[src/rtl/ide_cfg_regport_pkg.sv]
package ide_cfg_regport_pkg;

  localparam int DATA_W   = 8;
  localparam int NREG     = 12;
  localparam logic [7:0] FIRST_IDX = 8'h50;

  localparam int OFS_CFG     = 0;
  localparam int OFS_CTRL    = 1;
  localparam int OFS_CMDTIM  = 2;
  localparam int OFS_SETUP0  = 3;
  localparam int OFS_RW0     = 4;
  localparam int OFS_SETUP1  = 5;
  localparam int OFS_RW1     = 6;
  localparam int OFS_SETUP23 = 7;
  localparam int OFS_RW23    = 8;
  localparam int OFS_BURST   = 9;
  localparam int OFS_HOLE    = 10;
  localparam int OFS_SCRATCH = 11;

  typedef struct packed {
    logic idxWr;
    logic dataWr;
    logic idxRd;
    logic dataRd;
  } portStrobe_t;

  function automatic logic [DATA_W-1:0] regResetVal(input int ofs);
    case (ofs)
      OFS_CTRL:    return 8'hC0;
      OFS_SETUP0:  return 8'hC0;
      OFS_SETUP1:  return 8'hC0;
      OFS_SETUP23: return 8'hCC;
      OFS_BURST:   return 8'h40;
      default:     return 8'h00;
    endcase
  endfunction

  function automatic logic regStored(input int ofs);
    return (ofs != OFS_CFG) && (ofs != OFS_HOLE);
  endfunction

endpackage

[src/rtl/ide_cfg_regport_ctrl.sv]
module ide_cfg_regport_ctrl
  import ide_cfg_regport_pkg::*;
#(
  parameter int ADDR_W   = 10,
  parameter int BASE_HI  = 'h178,
  parameter int BASE_LO  = 'h078,
  parameter int DATA_OFS = 4
) (
  input  logic              baseSel,
  input  logic [ADDR_W-1:0] hostAddr,
  input  logic              hostWr,
  input  logic              hostRd,
  output portStrobe_t       strobe
);

  localparam logic [ADDR_W-1:0] IDX_HI  = ADDR_W'(BASE_HI);
  localparam logic [ADDR_W-1:0] IDX_LO  = ADDR_W'(BASE_LO);
  localparam logic [ADDR_W-1:0] DATA_HI = ADDR_W'(BASE_HI + DATA_OFS);
  localparam logic [ADDR_W-1:0] DATA_LO = ADDR_W'(BASE_LO + DATA_OFS);

  logic hitIdx;
  logic hitData;

  always_comb begin
    hitIdx  = (hostAddr == (baseSel ? IDX_LO : IDX_HI));
    hitData = (hostAddr == (baseSel ? DATA_LO : DATA_HI));
    strobe.idxWr  = hostWr && hitIdx;
    strobe.dataWr = hostWr && hitData;
    // a write in the same cycle wins; the read is dropped
    strobe.idxRd  = hostRd && !hostWr && hitIdx;
    strobe.dataRd = hostRd && !hostWr && hitData;
  end

endmodule

[src/rtl/ide_cfg_regport_dp.sv]
module ide_cfg_regport_dp
  import ide_cfg_regport_pkg::*;
#(
  parameter int REV_CODE = 2,
  parameter int DEV_ID   = 0
) (
  input  logic              clk,
  input  logic              rstN,
  input  portStrobe_t       strobe,
  input  logic [DATA_W-1:0] wrByte,
  input  logic              baseSel,
  input  logic              irqPending,
  output logic [DATA_W-1:0] rdByte,
  output logic              rdValid,
  output logic              secEnable,
  output logic [3:0]        pfDisable,
  output logic [7:0]        cmdTiming,
  output logic [5:0]        setupCode,
  output logic [23:0]       rwTiming,
  output logic [7:0]        burstCfg
);

  localparam int OFS_W = $clog2(NREG);
  localparam logic [1:0] REV_BITS = 2'(REV_CODE);
  localparam logic [1:0] DEV_BITS = 2'(DEV_ID);

  logic [DATA_W-1:0] curIdx;
  logic [DATA_W-1:0] bank [NREG];
  logic [DATA_W-1:0] idxOfs;
  logic              inRange;
  logic [OFS_W-1:0]  ofs;

  assign idxOfs  = curIdx - FIRST_IDX;
  assign inRange = (curIdx >= FIRST_IDX) && (idxOfs < DATA_W'(NREG));
  assign ofs     = idxOfs[OFS_W-1:0];

  always_ff @(posedge clk or negedge rstN) begin
    if (!rstN)             curIdx <= '0;
    else if (strobe.idxWr) curIdx <= wrByte;
  end

  for (genvar i = 0; i < NREG; i++) begin : g_reg
    if (i == OFS_CFG) begin : g_cfg
      assign bank[i] = {2'b00, baseSel, DEV_BITS, irqPending, REV_BITS};
    end else if (regStored(i)) begin : g_rw
      always_ff @(posedge clk or negedge rstN) begin
        if (!rstN)
          bank[i] <= regResetVal(i);
        else if (strobe.dataWr && inRange && (ofs == OFS_W'(i)))
          bank[i] <= wrByte;
      end
    end else begin : g_hole
      assign bank[i] = '0;
    end
  end

  always_ff @(posedge clk or negedge rstN) begin
    if (!rstN) begin
      rdByte  <= '0;
      rdValid <= 1'b0;
    end else begin
      rdValid <= strobe.idxRd || strobe.dataRd;
      if (strobe.idxRd)
        rdByte <= curIdx;
      else if (strobe.dataRd)
        rdByte <= inRange ? bank[ofs] : '0;
    end
  end

  assign secEnable = bank[OFS_CTRL][3];
  assign pfDisable = {bank[OFS_SETUP23][3], bank[OFS_SETUP23][2],
                      bank[OFS_CTRL][7], bank[OFS_CTRL][6]};
  assign cmdTiming = bank[OFS_CMDTIM];
  assign setupCode = {bank[OFS_SETUP23][7:6], bank[OFS_SETUP1][7:6],
                      bank[OFS_SETUP0][7:6]};
  assign rwTiming  = {bank[OFS_RW23], bank[OFS_RW1], bank[OFS_RW0]};
  assign burstCfg  = bank[OFS_BURST];

endmodule

[src/rtl/ide_cfg_regport.sv]
module ide_cfg_regport
  import ide_cfg_regport_pkg::*;
#(
  parameter int ADDR_W   = 10,
  parameter int BASE_HI  = 'h178,
  parameter int BASE_LO  = 'h078,
  parameter int DATA_OFS = 4,
  parameter int REV_CODE = 2,
  parameter int DEV_ID   = 0
) (
  input  logic              clk,
  input  logic              rstN,
  input  logic [ADDR_W-1:0] hostAddr,
  input  logic              hostWr,
  input  logic              hostRd,
  input  logic [7:0]        hostWrData,
  input  logic              baseSel,
  input  logic              irqPending,
  output logic [7:0]        hostRdData,
  output logic              hostRdValid,
  output logic              secEnable,
  output logic [3:0]        pfDisable,
  output logic [1:0]        revCode,
  output logic [7:0]        cmdTiming,
  output logic [5:0]        setupCode,
  output logic [23:0]       rwTiming,
  output logic [7:0]        burstCfg
);

  portStrobe_t strobe;

  ide_cfg_regport_ctrl #(
    .ADDR_W(ADDR_W), .BASE_HI(BASE_HI), .BASE_LO(BASE_LO), .DATA_OFS(DATA_OFS)
  ) u_ctrl (
    .baseSel(baseSel), .hostAddr(hostAddr), .hostWr(hostWr), .hostRd(hostRd),
    .strobe(strobe)
  );

  ide_cfg_regport_dp #(.REV_CODE(REV_CODE), .DEV_ID(DEV_ID)) u_dp (
    .clk(clk), .rstN(rstN), .strobe(strobe), .wrByte(hostWrData),
    .baseSel(baseSel), .irqPending(irqPending),
    .rdByte(hostRdData), .rdValid(hostRdValid),
    .secEnable(secEnable), .pfDisable(pfDisable), .cmdTiming(cmdTiming),
    .setupCode(setupCode), .rwTiming(rwTiming), .burstCfg(burstCfg)
  );

  assign revCode = 2'(REV_CODE);

endmodule

[config.mk]
export PLATFORM = sky130hd
export DESIGN_NAME = ide_cfg_regport
export DESIGN_NICKNAME = d
export VERILOG_FILES = /design/src/rtl/ide_cfg_regport_pkg.sv /design/src/rtl/ide_cfg_regport_ctrl.sv /design/src/rtl/ide_cfg_regport_dp.sv /design/src/rtl/ide_cfg_regport.sv
export SDC_FILE = /design/constraint.sdc
export NUM_CORES = 1
export LEC_CHECK = 0
export BUFFER_PORTS_ARGS = -buffer_cell sky130_fd_sc_hd__buf_2
export CORE_ASPECT_RATIO = 1.25
export CORE_MARGIN = 2
export CORE_UTILIZATION = 45
export DETAILED_ROUTE_END_ITERATION = 12
export PLACE_DENSITY = 0.7
export SYNTH_ARGS = -nofsm -noshare
export SYNTH_HDL_FRONTEND = slang
export SYNTH_SLANG_ARGS = --single-unit
export TNS_END_PERCENT = 5
[constraint.sdc]
create_clock -name clk -period 3 [get_ports clk]
set_input_delay 0.9 -clock clk [delete_from_list [all_inputs] [get_ports clk]]
set_output_delay 0.9 -clock clk [all_outputs]
set_load 0.01 [all_outputs]
==> out/qor_table.md, run 1 <==
| Result | This run |
|:---|:---|
| Yosys top cell by area | sky130_fd_sc_hd__dfrtp_1 |
| Fraction of the yosys area taken by sequential cells | 48.92% |
| Initial DRC Count | 172 |
| Leading register cell type out of synthesis | sky130_fd_sc_hd__dfrtp_1 |
| Clock root buffer master | sky130_fd_sc_hd__clkbuf_16 |
| Total number of vias | 3228 |
| Number of antenna violations at the first check in global routing | 0 |
| Setup fix buffers added after clock tree synthesis | 0 |
| Max Freq | 380.7 MHz |
| Static power due to leakage | 2.787 nW |
| WL final | 11.62 mm |
| Overflow left after global routing | 0 |
| Cell area after synthesis | 0.004990 sq mm |
| Shortest clock period the worst path allows after layout | 2.627 ns |
| Via count of the first global-routing pass | 3281 |
| Instance area at placement | 0.005283 sq mm |
| Largest cells by area after synthesis | sky130_fd_sc_hd__dfrtp_1, sky130_fd_sc_hd__mux2_2, sky130_fd_sc_hd__buf_4, sky130_fd_sc_hd__dfstp_2, sky130_fd_sc_hd__mux4_2 |
| Mean Syn Cell Area | 12.38 sq um |
| Min setup slack post-route | 0.3734 ns |
| Crit. End Element | flop |
| GR Util met3 | 4.016% |
| Remaining antenna violation count after routing | 0 |
| Synthesized flop and latch total | 97 |
| Arrival time worst endpoint | 2.85 ns |
| Layout-stage area growth over the synthesis result | 11.56% |
| Max cap viols | 0 |
| Total count of hold-check failures in the final report | 0 |
| Worst slack after detailed placement | 0.01108 ns |
| Highest ir drop seen on vdd | 0.2128 mV |
| Standard-cell rows | 43 |
| Setup repair after global routing missed its margin | false |
| Count of unique library cells instantiated by Yosys | 39 |
| Slew at the pin closest to its max-slew limit | 0.7156 ns |
| Vias per Instance | 5.585 |
| FFs w/ async S/R, synth | 100.0% |
| IO Count | 86 |
| Count of warnings emitted by yosys | 0 |
| Launching element type of the critical path | input pin |
| Clock buffer depth | 2 |
| Final number of setup-violating endpoints | 0 |
| Outcome | complete, no violations |
| Final instance area | 0.005567 sq mm |
| Most congested layer reported by global routing | met2 |
| First-pass GRT wire length | 18.21 mm |
| Core box area | 0.01098 sq mm |
| Total GRT Usage | 19.91% |
| CTS buffer count | 9 |
| Most frequent cell after synthesis | sky130_fd_sc_hd__mux2_2 |
| CTS hold repair buffers | 0 |
| Max Fanout on Critical Path | 8 |
| Routed wire length per instance | 20.10 um |
| Final period util | 87.55% |
| Final number of max-transition violations | 0 |
| Power density over the cells | 451.7 mW/mm^2 |
| Sinks on Clock Net | 97 |
| 1st-pass router iterations | 4 |
| Die outline height | 121.7 um |
| Clock-pin slew reported for the worst setup and hold paths after clock tree synthesis | 0.06 ns |
| Count of cells resized by post-cts repair | 0 |
| Share of Yosys cell area claimed by the top area cell type | 43.13% |
| CTS tree | built |
| DRC | 0 |
| Last weighted congestion value of the routability-driven placer | 0.8179 |
| Post-route worst hold slack | 0.5034 ns |
| Horiz. Die Dim | 98.19 um |
| CP Launch Point | hostAddr[9] |
| Clock H-tree levels | 3 |
| Met1 routing resource usage after global routing | 24.79% |
| Initial core utilization | 45.46% |
| Synthesized instance count | 403 |
| Normalized max-slew margin | 52.30% |
| Final #Nets | 462 |
| Share of cells above drive strength 1 | 55.53% |
| Min-delay src | u_dp.bank[5] |
| Port Buffer Count | 83 |
| Cell types with the highest counts after synthesis | sky130_fd_sc_hd__mux2_2, sky130_fd_sc_hd__dfrtp_1, sky130_fd_sc_hd__buf_4 |
| Count of fill cells added during filler insertion | 960 |
| Number of synthesized flops with an enable pin | 0 |
| Met2 layer usage reported by global route | 34.16% |
| Clk_lat worst skew | 0.34 ns |
| Setup Total Neg Slack | 0 ns |
| R2r startpoint | u_dp.curIdx[5] |
| Hold WC Path Type | reg2reg |
| HPWL after detailed placement | 8.310 mm |
| Data required time at the worst endpoint | 3.23 ns |
| Inserted Diodes | 0 |
| Crit Path Category | in2reg |
| Net count after synthesis | 427 |
| Pin count of the biggest net entering global routing | 52 |
| Fin Clk Skew | 0.009913 ns |
| Overall die area | 0.01195 sq mm |
## layout by cell type, fill, tap and decap left out, types with 3 or more instances in the layout
master	netlist	layout
sky130_fd_sc_hd__mux2_2	100	100
sky130_fd_sc_hd__dfrtp_1	86	86
sky130_fd_sc_hd__buf_2	3	82
sky130_fd_sc_hd__nand2_1	20	20
sky130_fd_sc_hd__buf_4	52	15
sky130_fd_sc_hd__nor2_1	13	13
sky130_fd_sc_hd__nand3_1	11	11
sky130_fd_sc_hd__dfstp_2	11	11
sky130_fd_sc_hd__clkbuf_16	0	9
sky130_fd_sc_hd__mux2_4	8	8
sky130_fd_sc_hd__a21oi_1	7	7
sky130_fd_sc_hd__a31oi_1	6	6
sky130_fd_sc_hd__mux4_2	6	6
sky130_fd_sc_hd__a22oi_1	5	5
sky130_fd_sc_hd__a221oi_1	5	5
sky130_fd_sc_hd__o211ai_1	5	5
sky130_fd_sc_hd__buf_12	0	5
sky130_fd_sc_hd__mux2i_1	4	4
sky130_fd_sc_hd__nor2b_1	3	3
sky130_fd_sc_hd__nor2_2	3	3
sky130_fd_sc_hd__and2_1	3	3
sky130_fd_sc_hd__nand2b_1	3	3
sky130_fd_sc_hd__o21ai_0	3	3
sky130_fd_sc_hd__o22ai_1	3	3
sky130_fd_sc_hd__clkinvlp_4	0	3
## report_power, final
part / internal [W] / leakage [nW] / switching [W]
Combinational: 0.0000328 / 1.34 / 0.0000710
Sequential: 0.00131 / 1.31 / 0.00000505
Clock: 0.000606 / 0.131 / 0.000487
Total: 0.00195 / 2.79 / 0.000563
## flip-flops by register name, indices dropped and copies added, names as in the netlist
signal / count
u_dp.pfDisable: 4
u_dp.rdValid: 1
u_dp.secEnable: 1
u_dp.rdByte: 8
u_dp.rwTiming: 24
u_dp.cmdTiming: 8
u_dp.curIdx: 8
u_dp.bank: 29
u_dp.setupCode: 6
u_dp.burstCfg: 8
## final cells by class
type	instances	area (sq um)	share of cell area, %
Clock buffer	12	256.5	4.608
Clock inverter	4	27.53	0.4945
Inverter	2	7.507	0.1349
Multi-Input combinational cell	226	2042	36.68
Sequential cell	97	2441	43.85
Tap cell	135	168.9	3.034
Timing Repair Buffer	102	623.1	11.19
## path summary, 6_finish.rpt
kind	to	slack [ns]	cells past startpoint
setup / recovery	u_dp.rwTiming[4]	0.37	7
hold / removal	u_dp.bank[5]	0.50	1
setup reg to reg	u_dp.rwTiming[4]	0.57	6
hold reg to reg	u_dp.bank[5]	0.50	1
max in group asynchronous	u_dp.setupCode[0]	1.70	2
min in group asynchronous	u_dp.burstCfg[3]	0.59	1
## per-stage QoR
step / total power, W / cells / util [%]
after floorplan: 0.001381 / 403 / -
after global placement: 0.001445 / 562 / 48.13
after detailed placement: 0.001448 / 562 / 48.13
after CTS: 0.002535 / 578 / 50.72
after global routing: 0.002600 / 578 / 50.72
final: 0.002514 / 578 / 50.72
## layer usage
| layer | part of all wire (%) | wire (um) | vias to the layer above |
|---|---|---|---|
| li1 | - | - | 1456 |
| met1 | 40 | 4684 | 1652 |
| met2 | 51 | 5979 | 104 |
| met3 | 5.6 | 654 | 16 |
| met4 | 2.5 | 295 | 0 |
| met5 | 0 | 0 | - |
## kinds of logic (layout without fill, tap and decap cells)
logic type | Yosys count | after routing | synth area share (%)
AO/OA/AOI/OAI | 38 | 38 | 5.191
XOR/XNOR | 1 | 1 | 0.1756
buffers and inverters | 80 | 120 | 10.16
flip-flops | 97 | 97 | 48.92
multiplexers | 118 | 118 | 28.49
other | 2 | 2 | 0.1505
AND/OR/NAND/NOR | 67 | 67 | 6.921
## critical path, stage by stage
cell,delay (ns)
sky130_fd_sc_hd__buf_2,0.09
sky130_fd_sc_hd__nand4bb_1,0.22
sky130_fd_sc_hd__or3_1,0.49
sky130_fd_sc_hd__or2_1,0.27
sky130_fd_sc_hd__or3_1,0.36
sky130_fd_sc_hd__buf_4,0.20
sky130_fd_sc_hd__mux2_4,0.31
No activity file was read; power rests on OpenSTA's default activity.
==> run 2: changes to the inputs <==
- clock period: 3 -> 3.3 ns (I/O delays scaled with it)
==> out/qor_table.md, run 2 (synthesis results as in run 1) <==
| Result | This run |
|:---|:---|
| Area of all sequential standard cells | 0.002441 sq mm |
| Hold WC Path Type | reg2reg |
| Post-layout instance count excluding filler cells | 576 |
| Max reg flops | 29 |
| Clock buffer depth | 2 |
| Total GRT Usage | 19.85% |
| Data required time at the worst endpoint | 3.52 ns |
| Total number of vias | 3200 |
| Highest ir drop seen on vdd | 0.2115 mV |
| Shortest clock period the worst path allows after layout | 2.827 ns |
| Power density over the cells | 436.1 mW/mm^2 |
| Normalized max-slew margin | 32.84% |
| CTS hold repair buffers | 0 |
| Fraction of the core area covered by cells at the end of the flow | 50.55% |
| Fin Clk Skew | 0.006317 ns |
| Final number of setup-violating endpoints | 0 |
| Top register by number of flip-flops | u_dp.bank |
| Area taken by multi-input logic gates | 0.002042 sq mm |
| CTS tree | built |
| Setup fix buffers added after clock tree synthesis | 0 |
| Dpl cells | 560 |
| Slew at the pin closest to its max-slew limit | 1.007 ns |
| Reg2Reg Depth | 6 |
| Arrival time worst endpoint | 3.05 ns |
| Outcome | complete, no violations |
| Worst-case register-to-register setup slack | 0.78 ns |
| Max Fanout on Critical Path | 8 |
| Core box area | 0.01098 sq mm |
| R2r startpoint | u_dp.curIdx[5] |
| Launching element type of the critical path | input pin |
| Inserted Diodes | 0 |
| Static power due to leakage | 2.798 nW |
| Die outline height | 121.7 um |
| Crit. End Element | flop |
| First-pass GRT wire length | 18.11 mm |
| Depth of the worst hold-timing path | 1 |
| Vias per Instance | 5.556 |
| Clk_lat worst skew | 0.34 ns |
| IO Count | 86 |
| Final instance area | 0.005548 sq mm |
| Setup Total Neg Slack | 0 ns |
| Sinks on Clock Net | 97 |
| Most common library cell in the layout ignoring fill and taps | sky130_fd_sc_hd__mux2_2 |
| 1st-pass router iterations | 5 |
| Final #Nets | 460 |
| Via count of the first global-routing pass | 3315 |
| Horiz. Die Dim | 98.19 um |
| Standard-cell rows | 43 |
| Routed wire length per instance | 20.31 um |
| Clock-pin slew reported for the worst setup and hold paths after clock tree synthesis | 0.06 ns |
| Count of fill cells added during filler insertion | 987 |
| Clock root buffer master | sky130_fd_sc_hd__clkbuf_16 |
| Overall die area | 0.01195 sq mm |
| Most frequent cells in the layout | sky130_fd_sc_hd__mux2_2, sky130_fd_sc_hd__dfrtp_1, sky130_fd_sc_hd__buf_2 |
| DRC | 0 |
| Share of cells above drive strength 1 | 55.56% |
| Count of cells resized by post-cts repair | 0 |
| Last weighted congestion value of the routability-driven placer | 0.8107 |
| Port Buffer Count | 83 |
| Layout-stage area growth over the synthesis result | 11.18% |
| Final period util | 85.67% |
| Total count of hold-check failures in the final report | 0 |
| Crit Path Category | in2reg |
| Initial core utilization | 45.46% |
| Final number of max-transition violations | 0 |
| Min-delay src | u_dp.bank[0] |
| Instance area at placement | 0.005218 sq mm |
| Initial DRC Count | 124 |
| Overflow left after global routing | 0 |
| Worst R2R End | u_dp.rwTiming[4] |
| WL final | 11.70 mm |
| Clock H-tree levels | 3 |
| Worst Hold Endpoint | u_dp.bank[0] |
| Number of antenna violations at the first check in global routing | 0 |
| CTS buffer count | 9 |
| Max cap viols | 0 |
| Remaining antenna violation count after routing | 0 |
| Max Freq | 353.7 MHz |
| Setup repair after global routing missed its margin | false |
| Pin count of the biggest net entering global routing | 57 |
| HPWL after detailed placement | 8.176 mm |
run 2: worst max-delay path, stage by stage:
cell	delay, ns
sky130_fd_sc_hd__buf_2	0.09
sky130_fd_sc_hd__nand4bb_1	0.22
sky130_fd_sc_hd__or3_1	0.48
sky130_fd_sc_hd__nor4b_1	0.33
sky130_fd_sc_hd__buf_4	0.17
sky130_fd_sc_hd__and2_1	0.37
sky130_fd_sc_hd__mux2_2	0.39
run 2: metrics by stage:
stage          hold WS [ns]  setup WS, ns  total power, W
3_3_place_gp         0.4813        0.1859        0.001312
3_5_place_dp         0.4897        0.1034        0.001314
6_report             0.5057        0.4729        0.002419
2_1_floorplan        0.4737        0.3383        0.001255
5_1_grt              0.5172        0.3418        0.002500
4_1_cts              0.5037        0.4558        0.002441
run 2: area by class of cell:
type / count / share of cell area (%)
inverter: 2 / 0.1353
tap: 135 / 3.045
multi-input combinational: 226 / 36.81
clock inverter: 5 / 1.398
timing repair buffer: 100 / 10.06
sequential: 97 / 44.00
clock buffer: 11 / 4.556
run 2: report_power, final:
| group | switching [W] | internal, W |
|---|---|---|
| combinational | 0.0000642 | 0.0000288 |
| sequential | 0.00000494 | 0.00119 |
| clock | 0.000426 | 0.000702 |
| total | 0.000495 | 0.00192 |
run 2: metal layers:
metal / share of wire (%) / vias to the layer above / global-route usage, %
li1: - / 1442 / -
met1: 42 / 1661 / 24.11
met2: 52 / 80 / 35.06
met3: 3.8 / 17 / 3.213
met4: 2.4 / 0 / 8.476
met5: 0 / - / 0
run 2: worst max path at each step:
stage	start	end	slack [ns]	cells past startpoint
final	hostAddr[9]	u_dp.bank[48]	0.47	7
after global routing	hostAddr[9]	u_dp.bank[53]	0.34	7
after CTS	hostAddr[9]	u_dp.bank[48]	0.46	7
after detailed placement	hostAddr[9]	u_dp.bank[48]	0.10	7
after global placement	hostAddr[9]	u_dp.bank[53]	0.19	7
after floorplan	hostAddr[9]	u_dp.rwTiming[0]	0.34	8
